==> src/rtl/lane_arith_unit.sv <==
module lane_arith_unit #(
  parameter int OVF_BIT = 20
) (
  input  logic        clk,
  input  logic        rst,
  input  logic        in_valid,
  input  logic [5:0]  op,
  input  logic [31:0] a,
  input  logic [31:0] b,
  input  logic        stat_wr,
  input  logic [31:0] stat_wdata,
  output logic [31:0] result,
  output logic [31:0] status
);

  localparam int WORD   = 32;
  localparam int BYTES  = WORD / 8;
  localparam int HALVES = WORD / 16;
  localparam logic [3:0] LAST_KIND = 4'd8;

  // kind: 0 add, 1 sub, 2 sat add, 3 sat sub, 4 hadd, 5 hsub,
  //       6 rounding hadd, 7 rounding hsub, 8 sat abs
  function automatic logic [32:0] lane_fn(input logic [31:0] x, input logic [31:0] y,
                                          input int w, input logic [3:0] kind,
                                          input logic sgn);
    logic [33:0] msk, xe, ye, s, t;
    logic [31:0] mx, mn, r;
    logic ovf, xneg;
    msk  = (34'd1 << w) - 34'd1;
    xneg = x[w-1];
    xe   = {2'b00, x} & msk;
    ye   = {2'b00, y} & msk;
    if (sgn && xneg)   xe = xe | ~msk;
    if (sgn && y[w-1]) ye = ye | ~msk;
    s   = kind[0] ? xe - ye : xe + ye;
    t   = s + {33'd0, kind[1]};
    ovf = sgn ? (s[w] ^ s[w-1]) : s[w];
    mx  = sgn ? msk[32:1] : msk[31:0];
    mn  = 32'd1 << (w - 1);
    r   = s[31:0];
    if (kind[3]) begin
      ovf = xneg && (x == mn);
      if (ovf)       r = msk[32:1];
      else if (xneg) r = 32'd0 - x;
      else           r = x;
    end else if (kind[2]) begin
      r   = t[32:1];
      ovf = 1'b0;
    end else if (kind[1] && ovf) begin
      r = sgn ? (s[w] ? mn : mx) : (kind[0] ? 32'd0 : mx);
    end
    return {ovf, r & msk[31:0]};
  endfunction

  logic [1:0]  fmt;
  logic [3:0]  kind;
  logic        op_ok;
  logic [31:0] res_b, res_h, res_w, res_sel;
  logic [BYTES-1:0]  ovf_b;
  logic [HALVES-1:0] ovf_h;
  logic        ovf_w, ovf_sel;
  logic [31:0] res_q, stat_q;

  assign fmt   = op[5:4];
  assign kind  = op[3:0];
  assign op_ok = kind <= LAST_KIND;

  for (genvar i = 0; i < BYTES; i++) begin : g_byte
    logic [32:0] lo;
    logic [23:0] unused_hi;
    assign lo = lane_fn({24'd0, a[8*i +: 8]}, {24'd0, b[8*i +: 8]}, 8, kind, 1'b0);
    assign res_b[8*i +: 8] = lo[7:0];
    assign ovf_b[i]        = lo[32];
    assign unused_hi       = lo[31:8];
  end

  for (genvar i = 0; i < HALVES; i++) begin : g_half
    logic [32:0] lo;
    logic [15:0] unused_hi;
    assign lo = lane_fn({16'd0, a[16*i +: 16]}, {16'd0, b[16*i +: 16]}, 16, kind,
                        fmt == 2'd1);
    assign res_h[16*i +: 16] = lo[15:0];
    assign ovf_h[i]          = lo[32];
    assign unused_hi         = lo[31:16];
  end

  assign {ovf_w, res_w} = lane_fn(a, b, 32, kind, 1'b1);

  always_comb begin
    case (fmt)
      2'd0:    begin res_sel = res_b; ovf_sel = |ovf_b; end
      2'd3:    begin res_sel = res_w; ovf_sel = ovf_w;  end
      default: begin res_sel = res_h; ovf_sel = |ovf_h; end
    endcase
  end

  always_ff @(posedge clk) begin
    if (rst) begin
      res_q  <= '0;
      stat_q <= '0;
    end else begin
      if (stat_wr) stat_q <= stat_wdata;
      if (in_valid && op_ok) begin
        res_q <= res_sel;
        if (ovf_sel) stat_q[OVF_BIT] <= 1'b1;
      end
    end
  end

  assign result = res_q;
  assign status = stat_q;

endmodule

==> config.mk <==
export PLATFORM = sky130hd
export DESIGN_NAME = lane_arith_unit
export DESIGN_NICKNAME = d
export VERILOG_FILES = /design/src/rtl/lane_arith_unit.sv
export SDC_FILE = /design/constraint.sdc
export NUM_CORES = 1
export LEC_CHECK = 0
export ABC_AREA = 1
export BUFFER_PORTS_ARGS = -buffer_cell sky130_fd_sc_hd__buf_4
export CORE_AREA = 3 3 224 226
export DETAILED_ROUTE_END_ITERATION = 10
export DIE_AREA = 0 0 227 229
export SKIP_LAST_GASP = 1
export SLEW_MARGIN = 20
export SYNTH_ARGS = -nofsm -noshare
export SYNTH_HDL_FRONTEND = slang
export SYNTH_SLANG_ARGS = --single-unit
==> constraint.sdc <==
create_clock -name clk -period 12.6 [get_ports clk]
set_input_delay 2.52 -clock clk [delete_from_list [all_inputs] [get_ports clk]]
set_output_delay 2.52 -clock clk [all_outputs]
set_load 0.05 [all_outputs]
==> run summary <==
Outcome - finished clean
# port buffers - 169
CTS tree - built
Post-route insts no fill - 3,460
H-Tree Level Count - 3
Post-Syn Instances - 2,733
Vias per cell - 5.18
Final setup TNS - 0 ps
CP Max Fanout - 30
Fin. Hold Viols - 0
Via count - 17,900
Initial antenna violation count - 0
Synth Area per Inst - 5.29 um^2
Starting DRC count in detailed routing - 1,838
Synthesized cell area - 14,500 um^2
Seq cells post-synth - 64
Area occupied by multi-input gates - 11,200 um^2
Critical path data required time - 12,870 ps
Sink Count - 64
Worst Path Arrival - 7480 ps
CTS Buffer Depth - 2
Die Ht - 229 um
Setup-failing EPs final - 0
Net count, final - 3,024
GR Layer Usage met3 - 2.52%
Area growth from synthesis to layout - 14.1%
Initial Utilization - 29.8%
Setup Fix Bufs, Post-CTS - 0
Least-Margin Pin Slew - 1020 ps
Sequential Power Share - 14.8%
Maximum VDD drop - 0.0676 mV
Power, Total - 1.54 mW
GR Overflow Total - 0
RD Place Congestion - 0.958
First-pass detailed-route iteration total - 6
Sw Ratio - 54.1%
Drt drc - 0
GRT Max-Usage Layer - met2
Cell count after placement - 3,443
Yosys warning count - 0
Num ports - 170
Die area - 52,000 um^2
Skew final - 0 ps
Cell area power density - 93.1 nW/um^2
M1 GR Usage - 31.5%
Die width - 227 um
Core box area - 48,500 um^2
Vias in the first global route - 16,400
Syn Nets - 2,925
Antenna Violating Nets Remaining - 0
Layout cells sized above 1 - 11.2%
Min Tclk post-route - 7220 ps
Critical path class - primary input to flop
Synth Flop Type - dfxtp_1
GRT Overall Usage - 23.0%
Cts hold-fix bufs - 0
Clock Pin Slew Worst Setup and Hold Paths - 60 ps
Max Cap Viol - 0
First-pass GRT wire length - 94.7 mm
Hpwl dp - 48.1 mm
Slew Viols, Final - 0
Synth async-reset ratio - 0%
Clock root cell - clkbuf_16
Wirelength, routed - 61.2 mm
CP startpoint kind - primary input
Tcrit/Tclk final - 57.3%
RSZ-0062 raised after global routing - no
Synth cell types - 62
Internal power - 0.706 mW
Number of flops mapped to enable cells by yosys - 0
Resize count post-CTS - 0
Peak Freq - 139 MHz
Largest net degree at the start of global routing - 58
Hold Path Class - flop to flop
Sequential-to-total area share from yosys stat - 8.86%
Drt wl/cell - 17.7 um
Row cnt - 81
Clk_lat worst skew - 330 ps
FF/Latch Area - 1280 um^2
M2 GR Usage - 37.3%
FILL cells - 5,536
Leakage - 8.57 nW
Clock power share - 18.0%
Num CTS Buffers - 9
Critical path capture point type - flop
Max-Slew Margin vs Limit - 32.3%
Combinational Power Share - 67.1%
Net Sw Power - 0.830 mW
==> path summary, 6_finish.rpt <==
path / to / startpoint / cells after the start / slack (ps)
max: result[21] / b[2] / 28 / 5380
min reg2reg: result[31] / result[31] / 2 / 470
min: result[31] / result[31] / 2 / 470
max reg2reg: result[27] / result[27] / 2 / 11830
==> cell type report <==
class / count / share of cell area [%]
flip-flops and latches: 64 / 7.77
well taps: 622 / 4.72
multi-input cells: 2174 / 68.2
repair buffers: 181 / 8.24
clock buffers: 9 / 1.37
clock inverters: 7 / 0.577
inverters: 402 / 9.16
diodes: 1 / 0.0152
==> power by group through the flow <==
stage	logic, mW	clock network (mW)	registers (mW)
floorplan	0.678	0	0.282
global placement	1.01	0	0.232
detailed placement	1.01	0	0.232
CTS	1.02	0.278	0.228
global route	1.14	0.289	0.229
finish	1.03	0.277	0.227
==> flip-flops by register name, summed over array words and instances (netlist names) <==
register  cells
result       32
status       32
==> worst max-delay path: stages <==
cell	delay, ps
buf_4	120
nor3_1	250
nand2_1	130
nor3_1	210
and3_1	210
nand2_1	90
nor2_1	200
nand2_1	100
nor3_1	420
nand4_1	140
nand2_1	120
o21ai_0	110
xor2_1	180
ha_1	350
inv_1	90
nor3_1	260
nand2_1	110
nor2_1	100
nand2_1	80
nand3_1	100
nand2_2	120
a31oi_4	840
nand2_1	130
nand3_1	130
nand3_1	90
nand2_1	80
nand2_1	40
a21oi_1	140
==> through the flow <==
| stage | area, um^2 | util (%) | setup slack [ps] | hold WS (ps) |
|---|---|---|---|---|
| floorplan | 14500 | - | 6510 | 690 |
| global placement | 16200 | 33.3 | 5180 | 458 |
| detailed placement | 16200 | 33.3 | 5110 | 457 |
| CTS | 16500 | 34.0 | 5430 | 466 |
| global route | 16500 | 34.0 | 4810 | 499 |
| finish | 16500 | 34.0 | 5380 | 465 |
==> cells in the mapped netlist (3+ instances only) <==
library cell | n | area, um^2
buf_1 | 6 | 22.5
o211ai_1 | 37 | 278
xnor2_1 | 18 | 158
inv_2 | 14 | 52.6
nand3b_1 | 8 | 60.1
o21bai_1 | 8 | 60.1
nor4_1 | 4 | 25.0
a21o_1 | 3 | 22.5
inv_1 | 378 | 1420
ha_1 | 82 | 1030
buf_6 | 8 | 90.1
a31oi_1 | 19 | 119
a21oi_1 | 176 | 881
nor2_4 | 9 | 101
o21ai_0 | 191 | 956
o2111ai_1 | 5 | 43.8
o22ai_1 | 5 | 31.3
nand2_1 | 813 | 3050
and2_1 | 5 | 31.3
nand3_2 | 10 | 100
or2_2 | 8 | 50.1
o311ai_0 | 3 | 26.3
nor3_1 | 30 | 150
nand4_1 | 37 | 231
nand3_1 | 199 | 996
nor2_1 | 290 | 1090
dfxtp_1 | 64 | 1280
fa_1 | 4 | 80.1
a21oi_2 | 5 | 43.8
clkbuf_1 | 61 | 229
o21ai_1 | 18 | 90.1
o31ai_1 | 6 | 45.0
o21ai_2 | 4 | 35.0
clkinv_1 | 9 | 33.8
nor3_2 | 4 | 40.0
nand2_2 | 32 | 200
nor2_2 | 22 | 138
buf_2 | 15 | 75.1
xor2_1 | 93 | 815
==> cells in the final DEF, fill, tap and decap left out, drive strengths merged, types with 38 or more instances in the layout <==
cell,count
ha,82
a21oi,181
xor2,94
nand3,210
nor2,321
dfxtp,64
nand2,847
inv,395
o21ai,213
o211ai,38
buf,181
==> layer usage <==
layer  part of all wire (%)  vias to the layer above
met5                      0                        -
li1                       -                     8997
met3                    7.2                      131
met2                     45                      734
met4                    4.0                        0
met1                     44                     8058
==> kinds of logic (layout without fill, tap and decap cells) <==
logic type                 Yosys count  in the layout  synth area share (%)
buffers and inverters              495            599                  13.5
adders and majority gates           86             86                  7.65
AOI/OAI and AO/OA                  495            495                  19.1
DFF                                 64             64                  8.86
and+or+nand+nor                   1479           1479                  43.8
xor gates and xnor gates           114            114                  7.06
other                                0              1                     0
Note: power is estimated with default switching activity, not from simulation.
